`src/rtl/strb_trk_pkg.sv`:
```
package strb_trk_pkg;

  localparam logic ADDR_STATUS = 1'b0;
  localparam logic ADDR_ENABLE = 1'b1;

  localparam int BIT_OV = 0;
  localparam int BIT_UV = 1;

  // Packed so that bit 1 = underflow, bit 0 = overflow
  typedef struct packed {
    logic uv;
    logic ov;
  } err_bits_t;

endpackage

```
`src/rtl/strb_trk_fifo.sv`:
```
module strb_trk_fifo #(
  parameter int DEPTH = 8,
  parameter int W     = 5,
  localparam int PTR_W = (DEPTH > 1) ? $clog2(DEPTH) : 1,
  localparam int LVL_W = $clog2(DEPTH + 1)
) (
  input  logic             clk,
  input  logic             rst,
  input  logic             push,
  input  logic [W-1:0]     din,
  input  logic             pop,
  output logic [W-1:0]     dout,
  output logic             empty,
  output logic             full,
  output logic [LVL_W-1:0] level
);

  logic [W-1:0]     mem [DEPTH];
  logic [PTR_W-1:0] wr_ptr, rd_ptr;

  function automatic logic [PTR_W-1:0] wrap_inc(input logic [PTR_W-1:0] p);
    return (p == PTR_W'(DEPTH - 1)) ? '0 : p + 1'b1;
  endfunction

  // Storage without reset so it maps onto distributed RAM
  always_ff @(posedge clk) begin
    if (push) mem[wr_ptr] <= din;
  end

  always_ff @(posedge clk) begin
    if (rst) begin
      wr_ptr <= '0;
      rd_ptr <= '0;
      level  <= '0;
    end else begin
      if (push) wr_ptr <= wrap_inc(wr_ptr);
      if (pop)  rd_ptr <= wrap_inc(rd_ptr);
      case ({push, pop})
        2'b10:   level <= level + 1'b1;
        2'b01:   level <= level - 1'b1;
        default: level <= level;
      endcase
    end
  end

  assign dout  = mem[rd_ptr];
  assign empty = (level == '0);
  assign full  = (level == LVL_W'(DEPTH));

endmodule

```
`src/rtl/strb_trk_beats.sv`:
```
module strb_trk_beats #(
  parameter int LONG_BEATS  = 4,
  parameter int SHORT_BEATS = 2,
  localparam int CNT_W = $clog2(LONG_BEATS + 1)
) (
  input  logic clk,
  input  logic rst,
  input  logic strobe,
  input  logic empty,
  input  logic head_long,
  output logic retire,
  output logic uv_event
);

  logic [CNT_W-1:0] beat_cnt, beat_nxt, need;

  assign need     = head_long ? CNT_W'(LONG_BEATS) : CNT_W'(SHORT_BEATS);
  assign beat_nxt = beat_cnt + 1'b1;
  assign uv_event = strobe & empty;
  assign retire   = strobe & ~empty & (beat_nxt == need);

  always_ff @(posedge clk) begin
    if (rst) begin
      beat_cnt <= '0;
    end else if (strobe) begin
      if (empty || retire) beat_cnt <= '0;
      else                 beat_cnt <= beat_nxt;
    end
  end

endmodule

```
`src/rtl/strb_trk_regs.sv`:
```
module strb_trk_regs
  import strb_trk_pkg::*;
(
  input  logic       clk,
  input  logic       rst,
  input  logic       ov_event,
  input  logic       uv_event,
  input  logic       reg_wr,
  input  logic       reg_addr,
  input  logic [1:0] reg_wdata,
  output logic [1:0] reg_rdata,
  output logic       ov_pend,
  output logic       uv_pend,
  output logic       ov_en,
  output logic       uv_en,
  output logic       irq_out
);

  err_bits_t pend_q, pend_d, en_q, en_d;

  always_comb begin
    pend_d = pend_q;
    en_d   = en_q;
    if (reg_wr && reg_addr == ADDR_STATUS) begin
      if (reg_wdata[BIT_OV]) pend_d.ov = 1'b0;
      if (reg_wdata[BIT_UV]) pend_d.uv = 1'b0;
    end
    if (reg_wr && reg_addr == ADDR_ENABLE) begin
      en_d.ov = reg_wdata[BIT_OV];
      en_d.uv = reg_wdata[BIT_UV];
    end
    // A fresh event takes priority over a clear in the same cycle
    if (ov_event) pend_d.ov = 1'b1;
    if (uv_event) pend_d.uv = 1'b1;
  end

  always_ff @(posedge clk) begin
    if (rst) begin
      pend_q    <= '0;
      en_q      <= '0;
      irq_out   <= 1'b0;
      reg_rdata <= '0;
    end else begin
      pend_q    <= pend_d;
      en_q      <= en_d;
      irq_out   <= (pend_d.ov & en_d.ov) | (pend_d.uv & en_d.uv);
      reg_rdata <= (reg_addr == ADDR_STATUS) ? pend_q : en_q;
    end
  end

  assign ov_pend = pend_q.ov;
  assign uv_pend = pend_q.uv;
  assign ov_en   = en_q.ov;
  assign uv_en   = en_q.uv;

endmodule

```
`src/rtl/read_strobe_tracker.sv`:
```
module read_strobe_tracker #(
  parameter int DEPTH       = 8,
  parameter int TAG_W       = 4,
  parameter int LONG_BEATS  = 4,
  parameter int SHORT_BEATS = 2,
  localparam int ENT_W = TAG_W + 1,
  localparam int LVL_W = $clog2(DEPTH + 1)
) (
  input  logic             clk,
  input  logic             rst,
  input  logic             cmd_valid,
  input  logic [TAG_W-1:0] cmd_tag,
  input  logic             cmd_long,
  input  logic             strobe_pulse,
  output logic             done_valid,
  output logic [TAG_W-1:0] done_tag,
  input  logic             reg_wr,
  input  logic             reg_addr,
  input  logic [1:0]       reg_wdata,
  output logic [1:0]       reg_rdata,
  output logic             irq_out
);

  logic             fifo_empty, fifo_full;
  logic [LVL_W-1:0] fifo_level;
  logic [ENT_W-1:0] head;
  logic             retire, uv_event, ov_event, accept;
  logic             ov_pend, uv_pend, ov_en, uv_en;

  assign accept   = cmd_valid & (~fifo_full | retire);
  assign ov_event = cmd_valid & fifo_full & ~retire;

  strb_trk_fifo #(
    .DEPTH (DEPTH),
    .W     (ENT_W)
  ) u_fifo (
    .clk   (clk),
    .rst   (rst),
    .push  (accept),
    .din   ({cmd_tag, cmd_long}),
    .pop   (retire),
    .dout  (head),
    .empty (fifo_empty),
    .full  (fifo_full),
    .level (fifo_level)
  );

  strb_trk_beats #(
    .LONG_BEATS  (LONG_BEATS),
    .SHORT_BEATS (SHORT_BEATS)
  ) u_beats (
    .clk       (clk),
    .rst       (rst),
    .strobe    (strobe_pulse),
    .empty     (fifo_empty),
    .head_long (head[0]),
    .retire    (retire),
    .uv_event  (uv_event)
  );

  strb_trk_regs u_regs (
    .clk       (clk),
    .rst       (rst),
    .ov_event  (ov_event),
    .uv_event  (uv_event),
    .reg_wr    (reg_wr),
    .reg_addr  (reg_addr),
    .reg_wdata (reg_wdata),
    .reg_rdata (reg_rdata),
    .ov_pend   (ov_pend),
    .uv_pend   (uv_pend),
    .ov_en     (ov_en),
    .uv_en     (uv_en),
    .irq_out   (irq_out)
  );

  always_ff @(posedge clk) begin
    if (rst) begin
      done_valid <= 1'b0;
      done_tag   <= '0;
    end else begin
      done_valid <= retire;
      if (retire) done_tag <= head[ENT_W-1:1];
    end
  end

endmodule

```
`config.mk`:
```
export PLATFORM = sky130hd
export DESIGN_NAME = read_strobe_tracker
export DESIGN_NICKNAME = d
export VERILOG_FILES = /design/src/rtl/strb_trk_pkg.sv /design/src/rtl/strb_trk_fifo.sv /design/src/rtl/strb_trk_beats.sv /design/src/rtl/strb_trk_regs.sv /design/src/rtl/read_strobe_tracker.sv
export SDC_FILE = /design/constraint.sdc
export NUM_CORES = 1
export LEC_CHECK = 0
export BUFFER_PORTS_ARGS = -buffer_cell sky130_fd_sc_hd__buf_2
export CAP_MARGIN = 10
export CORE_MARGIN = 10
export CORE_UTILIZATION = 55
export CTS_CLUSTER_DIAMETER = 30
export DETAILED_ROUTE_END_ITERATION = 10
export GPL_ROUTABILITY_DRIVEN = 0
export MAX_ROUTING_LAYER = met4
export PLACE_DENSITY_LB_ADDON = 0.15
export SYNTH_ARGS = -nofsm -noshare
export SYNTH_HDL_FRONTEND = slang
export SYNTH_SLANG_ARGS = --single-unit
```
`constraint.sdc`:
```
create_clock -name clk -period 4.5 [get_ports clk]
set_clock_uncertainty 0.15 [all_clocks]
set_input_delay 0.9 -clock clk [delete_from_list [all_inputs] [get_ports clk]]
set_output_delay 0.9 -clock clk [all_outputs]
set_load 0.02 [all_outputs]
```
---- Word-level counts from Yosys, hierarchy flattened ----
Memories as Yosys holds them, arrays and structs flattened. A register that Yosys moved wholly into a read port is not among the register bits.
Cells that the tools add are included.
operators by class
  bitwise logic cells ..................... 14
  multiplexer cells ....................... 16
  add/subtract/negate cells ............... 5
  equal/unequal tests ..................... 6
  reduce and logical (&&, ||, !) cells .... 5
operators with widths
  kind                   number
  $mux W3                6
  $add A3 B1 Y3 const B  3
  $and A1 B1 Y1          8
  $pmux W4 S2            1
  $eq A3 B3 Y1 const B   2
  $mux W1                6
  $mux W2                3
  $add A4 B1 Y4 const B  1
  $eq A4 B4 Y1 const B   1
  $logic_not A4 Y1       1
  $not A1 Y1             4
  $sub A4 B1 Y4 const B  1
  $eq A3 B3 Y1           1
  $eq A2 B1 Y1 const B   1
  $eq A2 B2 Y1 const B   1
  $logic_and A1 B1 Y1    2
  $or A1 B1 Y1           2
  $reduce_bool A2 Y1     1
  $logic_or A1 B1 Y1     1
word-level totals
  register bits ........................... 25
  bits of input ports ..................... 13
  RAM bits ................................ 40
  memories kept ........................... 1
memory list
  memory      words  bits a word  read ports  clocked after memory_dff  wr ports  line                 text
  u_fifo.mem  8      5            1           1                         1         strb_trk_fifo.sv:18  logic [W-1:0] mem [DEPTH];

---- Longest topological paths before layout ----
Gate-level depths: netlist of the first run.
  depth after elaboration ................. 9
  mapped depth ............................ 13
  depth with buffers taken out ............ 13

---- Hierarchy ----
A second synthesis of the first run with hierarchy kept.
unflattened totals
  cells, all modules ...................... 196
  area, all modules ....................... 2856.5 µm²
by module, submodules not included
  module               instances  sequential area each (µm²)  cells an instance  area each (µm²)
  strb_trk_fifo        1          1461.4                      129                2187.1
  strb_trk_regs        1          140.1                       26                 275.3
  strb_trk_beats       1          60.1                        23                 206.4
  read_strobe_tracker  1          100.1                       18                 187.7

---- Worst setup path before layout of the first run ----
Ideal clock, no wire load.
  path type ............................... input to register
  start ................................... input strobe_pulse
  end ..................................... register u_fifo.level[2]
  path slack .............................. 1.346 ns
  arrival time ............................ 2.934 ns
  buffers on the path ..................... 1
  library setup time ...................... 0.070 ns
  cell stages on the path ................. 12
  data required time ...................... 4.280 ns
  cell sequence ........................... o41a_1 -> nand4bb_1 -> mux2_4 -> inv_4 -> buf_2 -> ha_1 -> xor2_1 -> ha_1 -> a21oi_1 -> xor2_1 -> or3_1 -> a21oi_1
on the way
  cells in the longest elaborated chain, start to end .. 6
  elaborated cells on any way between the ends .. 8
  classes of those cells .................. eq/ne (2); mux (1); bitwise (4); reduce/logical (1)
RTL lines
  item                                               line                       text
  start, declared                                    read_strobe_tracker.sv:14  input logic strobe_pulse,
  $and A1 B1 Y1 (*) (2 in a row)                     strb_trk_beats.sv:20       assign retire = strobe & ~empty & (beat_nxt == need);
  net retire                                         read_strobe_tracker.sv:27  logic retire, uv_event, ov_event, accept;
  $or A1 B1 Y1                                       read_strobe_tracker.sv:30  assign accept = cmd_valid & (~fifo_full | retire);
  $and A1 B1 Y1                                      read_strobe_tracker.sv:30
  $eq A2 B1 Y1 or $eq A2 B2 Y1 (tied branches)       strb_trk_fifo.sv:38        case ({push, pop})
  $pmux W4 S2 or $reduce_bool A2 Y1 (tied branches)  -
  end signal, assigned                               strb_trk_fifo.sv:39        2'b10: level <= level + 1'b1;
  end signal, assigned                               strb_trk_fifo.sv:40        2'b01: level <= level - 1'b1;
  end signal, assigned                               strb_trk_fifo.sv:41        default: level <= level;
  end, declared                                      strb_trk_fifo.sv:15        output logic [LVL_W-1:0] level
The timed path passes the listed nets; every way through them passes the cells marked *.
A chain may end at the register's enable or synchronous reset.

==> flow_metrics.py, run 1 <==
metrics = {
    "clock_network": {
        "clkLatencyLatePin_ns": 0.34,
        "cts_resized": 0,
        "ctsHoldBuffers": 0,
        "clock_sinks": 68,
        "clockBufferDepth": 2,
        "path_clk_slew_ns": 0.07,
        "numCtsBuffers": 9,
        "cts_tree": "built",
        "postCtsSetupBuffers": 0,
        "clock-root-buffer": "clkbuf_8",
        "htreeDepth": 3,
    },
    "placement": {
        "dp_hpwl_um": 3620,
        "dp_slack_ns": 0.826,
        "detailed_place.area_sq_um": 2980,
        "io_buffer_count": 20,
    },
    "synthesis": {
        "ys_top_cells_by_count": "40 x edfxtp_1, 28 x dfxtp_1, 18 x nor2_1",
        "yosys_register_bits": 68,
        "syn_nets": 220,
        "synth_edf_count": 40,
        "async_flop_share": 0,
        "synth_top_cell_by_area": "edfxtp_1",
        "synthTopCellsByArea": "edfxtp_1 43%, dfxtp_1 20%, mux4_2 4.8%",
        "ys_warn_count": 0,
        "synth_area_per_cell_sq_um": 14.2,
        "ys_types": 40,
        "synth_top_area_share": 0.426,
        "yosysSeqAreaShare": 0.625,
        "yosysMostFrequentCell": "edfxtp_1",
        "synthCells": 199,
        "synth_flop_cell": "edfxtp_1",
        "syn_area_sq_um": 2820,
    },
    "worst_setup_path": {
        "cp-start-kind": "register",
        "rr_endpoint": "u_fifo.level[2]",
        "worst_ep_arrival_time_ns": 3.75,
        "rr_worst_depth": 12,
        "crit_path_end": "u_fifo.level[2]",
        "cp.required_ns": 4.61,
        "reg2reg_slack_ns": 0.86,
        "crit_type": "register to register",
        "path_max_fanout": 15,
        "setup.worst_path.end_class": "register",
    },
    "route": {
        "dr.pass1.iters": 4,
        "vias": 1685,
        "route.detailed.drc": 0,
        "detail-route-antenna-nets": 0,
        "routed_wl_um": 5150,
        "wl_per_cell_um": 17.3,
        "drt-initial-drc-count": 168,
        "avgViaCountPerCell": 5.67,
    },
    "power": {
        "powerDensity_nw_per_um2": 391,
        "p_leak_uw": 0.00116,
        "power_uw": 1240,
        "ir_worst_vdd_v": 0.000255,
    },
    "timing": {
        "report.final.slew_viol_count": 0,
        "max_freq_mhz": 274,
        "worst_pin_slew_ns": 0.871,
        "fin_ws_ns": 0.856,
        "fin_crit_ns": 3.64,
        "finalSetupViolations": 0,
        "rsz0062_at_grt": "no",
        "whs_ns": 0.317,
        "fin_crit_sh": 0.810,
        "hold_viol": 0,
        "tns_ns": 0,
        "relSlewSlack": 0.415,
    },
    "run": {
        "cap_viol_max_count": 0,
    },
    "floorplanning": {
        "die_y_um": 91.6,
        "io_pins": 21,
        "rows": 25,
        "initial_core_util": 0.581,
        "chipWidth_um": 91.6,
        "design.die.area_sq_um": 8380,
        "coreArea_sq_um": 4850,
    },
    "final_layout": {
        "post_route_cells_drive_above_1_share": 0.222,
        "nNetsFinal": 246,
        "n_antenna_cell": 0,
        "design_area_sq_um": 3180,
        "syn_to_final_growth_pct": 12.9,
    },
    "global_route": {
        "grt_max_degree": 29,
        "antenna_found_initial": 0,
        "grt_pass1_vias": 1686,
        "grt_usage": 0.136,
        "grt_pass1_wl_um": 8630,
        "gr-total-overflow": 0,
    },
    "status": {
        "status": "finished clean",
    },
    "hold_path": {
        "hold_class": "register to register",
    },
}
per-stage QoR:
step	instances	utilization
global route	297	0.656
global placement	281	0.615
CTS	297	0.656
detailed placement	281	0.615
finish	297	0.656
floorplan	199	-
routing by layer:
layer / share of wire / vias to the layer above / global-route usage
met5: 0 / - / -
met4: 0.0041 / 0 / 0.0548
met3: 0.051 / 2 / 0.0477
met2: 0.51 / 40 / 0.209
met1: 0.44 / 842 / 0.161
li1: - / 801 / -
cell families after synthesis:
group                      after synthesis  synth area share
DFF                                     68             0.625
and+or+nand+nor                         59             0.108
AOI/OAI and AO/OA                       24            0.0578
muxes                                   24             0.139
buffers and inverters                   11            0.0195
adders and majority gates                8            0.0355
xor gates and xnor gates                 5            0.0156
flip-flops by register name, summed over array words and instances, names as in the netlist, named ones only:
signal / count
u_regs.uv_en: 1
u_regs.reg_rdata: 2
done_valid: 1
u_regs.irq_out: 1
u_fifo.mem: 40
u_regs.uv_pend: 1
u_fifo.rd_ptr: 3
done_tag: 4
u_regs.ov_en: 1
u_fifo.wr_ptr: 3
u_beats.beat_cnt: 3
u_regs.ov_pend: 1
u_fifo.level: 4
layout make-up:
| type | count | area, sq um |
|---|---|---|
| sequential | 68 | 1760 |
| timing repair buffer | 23 | 123 |
| inverter | 3 | 13.8 |
| multi-input combinational | 120 | 1000 |
| clock inverter | 7 | 75.1 |
| fill | 353 | 1670 |
| clock buffer | 9 | 124 |
| tap | 67 | 83.8 |
critical path, stage by stage (launching register included):
cell and delay (ns):
dfxtp_1 0.70, mux4_2 0.57, mux2i_1 0.20, mux2_4 0.39
inv_4 0.17, o21ai_4 0.12, ha_1 0.26, xor2_1 0.16
ha_1 0.18, a21oi_1 0.14, xor2_1 0.09, or3_1 0.30
a21oi_1 0.14
cells in the final DEF, fill, tap and decap left out, types with 3 or more instances in the layout:
master,netlist,routed
edfxtp_1,40,40
dfxtp_1,28,28
buf_2,2,20
nor2_1,18,18
mux2i_1,12,12
nand2_1,11,11
a21oi_1,9,9
clkbuf_8,0,9
ha_1,8,8
mux4_2,6,6
nor3_1,6,6
nor2b_1,5,5
a211oi_1,4,4
nand2b_1,4,4
mux4_1,4,4
xor2_1,3,3
nand3_1,3,3
nand3b_1,3,3
o21ai_0,3,3
buf_4,0,3
power by group:
part | switching, uW | internal (uW)
Combinational | 36.0 | 27.9
Sequential | 11.1 | 674
Clock | 235 | 259
Total | 282 | 961
worst min-delay path by stage:
stage	startpoint	to	slack (ns)	cells past startpoint
5_1_grt	u_beats.beat_cnt[1]	u_beats.beat_cnt[1]	0.37	2
2_1_floorplan	u_beats.beat_cnt[1]	u_beats.beat_cnt[1]	0.29	2
6_report	u_beats.beat_cnt[1]	u_beats.beat_cnt[1]	0.32	2
3_3_place_gp	u_beats.beat_cnt[1]	u_beats.beat_cnt[1]	0.30	2
3_5_place_dp	u_beats.beat_cnt[1]	u_beats.beat_cnt[1]	0.31	2
4_1_cts	u_beats.beat_cnt[1]	u_beats.beat_cnt[1]	0.32	2
Power figures use the tool's default switching activity.
==> inputs of run 2 (changes only) <==
clock period = 3.4 ns   (was 4.5 ns; I/O delays follow)
==> run 2 against run 1 <==
  * Utilization grew 0.54 points
  * Critical path depth stayed put
  * Non-clock buffer count increased by 5
  * Combinational power increased by 34%
  * Die area is the same
  * Worst hold slack better by 0.015 ns
  * Power is 30% higher
  * Setup slack got worse by 0.73 ns
  * Critical path type unchanged
  * Largest cell class unchanged
==> flow_metrics.py, run 2 (synthesis results as in run 1) <==
metrics = {
    "status": {
        "status": "finished clean",
    },
    "timing": {
        "max_freq_mhz": 305,
        "report.final.slew_viol_count": 0,
        "tns_ns": 0,
        "hold_viol": 0,
        "relSlewSlack": 0.604,
        "finalSetupViolations": 0,
        "fin_crit_ns": 3.28,
        "fin_crit_sh": 0.964,
        "worst_pin_slew_ns": 0.592,
        "rsz0062_at_grt": "no",
    },
    "final_layout": {
        "nFillCells": 346,
        "largest_reg_flops": 40,
        "most-common-layout-cells": "40 x edfxtp_1, 27 x dfxtp_1, 20 x buf_2",
        "postLayoutCoreUtil": 0.661,
        "n_antenna_cell": 0,
        "post_route_cells_drive_above_1_share": 0.231,
        "syn_to_final_growth_pct": 13.9,
        "nNetsFinal": 251,
        "top_regs": "u_fifo.mem (40), done_tag (4), u_fifo.level (4)",
        "top_register": "u_fifo.mem",
        "final_common_cell": "edfxtp_1",
    },
    "clock_network": {
        "postCtsSetupBuffers": 0,
        "cts_tree": "built",
        "path_clk_slew_ns": 0.07,
        "clkLatencyLatePin_ns": 0.34,
        "clock_sinks": 68,
        "numCtsBuffers": 9,
        "clockBufferDepth": 2,
        "htreeDepth": 3,
        "clock-root-buffer": "clkbuf_8",
    },
    "power": {
        "ir_worst_vdd_v": 0.000373,
        "powerDensity_nw_per_um2": 502,
        "p_leak_uw": 0.00117,
        "power_uw": 1610,
    },
    "worst_setup_path": {
        "reg2reg_slack_ns": 0.12,
        "cp.required_ns": 3.52,
        "cp-start-kind": "register",
        "critPathBufInv": 1,
        "crit_slowest_cell": "mux4_2",
        "path_cells": "mux4_2, mux2i_1, mux2_4, inv_8, o21ai_4, ha_1, xor2_1, ha_1, a21oi_1, xor2_1, or3_1, a21oi_1",
        "critPathMaxStageDelay_ns": 0.51,
        "crit_path_end": "u_fifo.level[2]",
        "path_max_fanout": 15,
        "worst_ep_arrival_time_ns": 3.39,
        "crit_type": "register to register",
        "crit_cells": 12,
        "rr_endpoint": "u_fifo.level[2]",
        "critPathTopFamily": "multiplexers",
        "rr_worst_depth": 12,
        "setup.worst_path.end_class": "register",
    },
    "global_route": {
        "grt_max_degree": 29,
        "grt_usage": 0.136,
        "antenna_found_initial": 0,
        "gr-total-overflow": 0,
        "grt_pass1_wl_um": 8680,
        "grt_pass1_vias": 1683,
    },
    "route": {
        "routed_wl_um": 5280,
        "detail-route-antenna-nets": 0,
        "drt-initial-drc-count": 122,
        "dr.pass1.iters": 4,
        "avgViaCountPerCell": 5.53,
        "vias": 1666,
        "route.detailed.drc": 0,
        "wl_per_cell_um": 17.5,
    },
    "run": {
        "cap_viol_max_count": 0,
    },
    "floorplanning": {
        "initial_core_util": 0.581,
        "rows": 25,
        "coreArea_sq_um": 4850,
        "die_y_um": 91.6,
        "design.die.area_sq_um": 8380,
        "chipWidth_um": 91.6,
        "io_pins": 21,
    },
    "placement": {
        "io_buffer_count": 20,
        "dp_hpwl_um": 3750,
    },
    "hold_path": {
        "hold_class": "register to register",
        "hp-start": "u_regs.uv_en",
    },
}
## run 2: worst min-delay path by stage
stage	depth (start not counted)	slack, ns	end
after global placement	2	0.30	u_beats.beat_cnt[1]
after global routing	2	0.36	register
after detailed placement	2	0.31	u_beats.beat_cnt[1]
after CTS	2	0.32	u_beats.beat_cnt[1]
final	2	0.33	u_regs.uv_en
after floorplan	2	0.29	u_beats.beat_cnt[1]
## run 2: through the flow
step	instance area, sq um	hold slack (ns)	worst slack, ns	std cells
after global placement	3020	0.304	0.213	286
after CTS	3200	0.324	0.0307	301
final	3210	0.331	0.123	301
after detailed placement	3020	0.315	0.0246	286
after floorplan	2820	0.290	0.272	199
after global routing	3210	0.359	0.00400	301
## run 2: where the power goes
| group | switching (uW) | internal [uW] |
|---|---|---|
| Clock | 287 | 331 |
| Sequential | 14.6 | 893 |
| Combinational | 48.1 | 37.7 |
## run 2: layout make-up
cell class,instances,area [sq um],share of cell area
multi-input cells,120,1000,0.312
well taps,67,83.8,0.0261
repair buffers,28,160,0.0499
clock buffers,10,128,0.0398
inverters,3,18.8,0.00585
flip-flops and latches,68,1760,0.550
clock inverters,5,53.8,0.0168
## run 2: tightest hold or removal path, delay by kind of cell, from the launching register on
family | cells | cell delay, ns
AO/OA/AOI/OAI | 1 | 0.07
AND/OR/NAND/NOR | 1 | 0.05
flip-flops | 1 | 0.31
## run 2: what timing repair did
action                     in CTS  in global routing
setup endpoints to repair       1                  1
hold buffers                    0                  0
gates resized for setup         1                  2
cloned                          0                  0
## run 2: per-layer routing
| metal | track usage | share of wire |
|---|---|---|
| met1 | 0.164 | 0.44 |
| met2 | 0.207 | 0.50 |
| met3 | 0.0568 | 0.053 |
| met4 | 0.0326 | 0 |
| met5 | - | 0 |
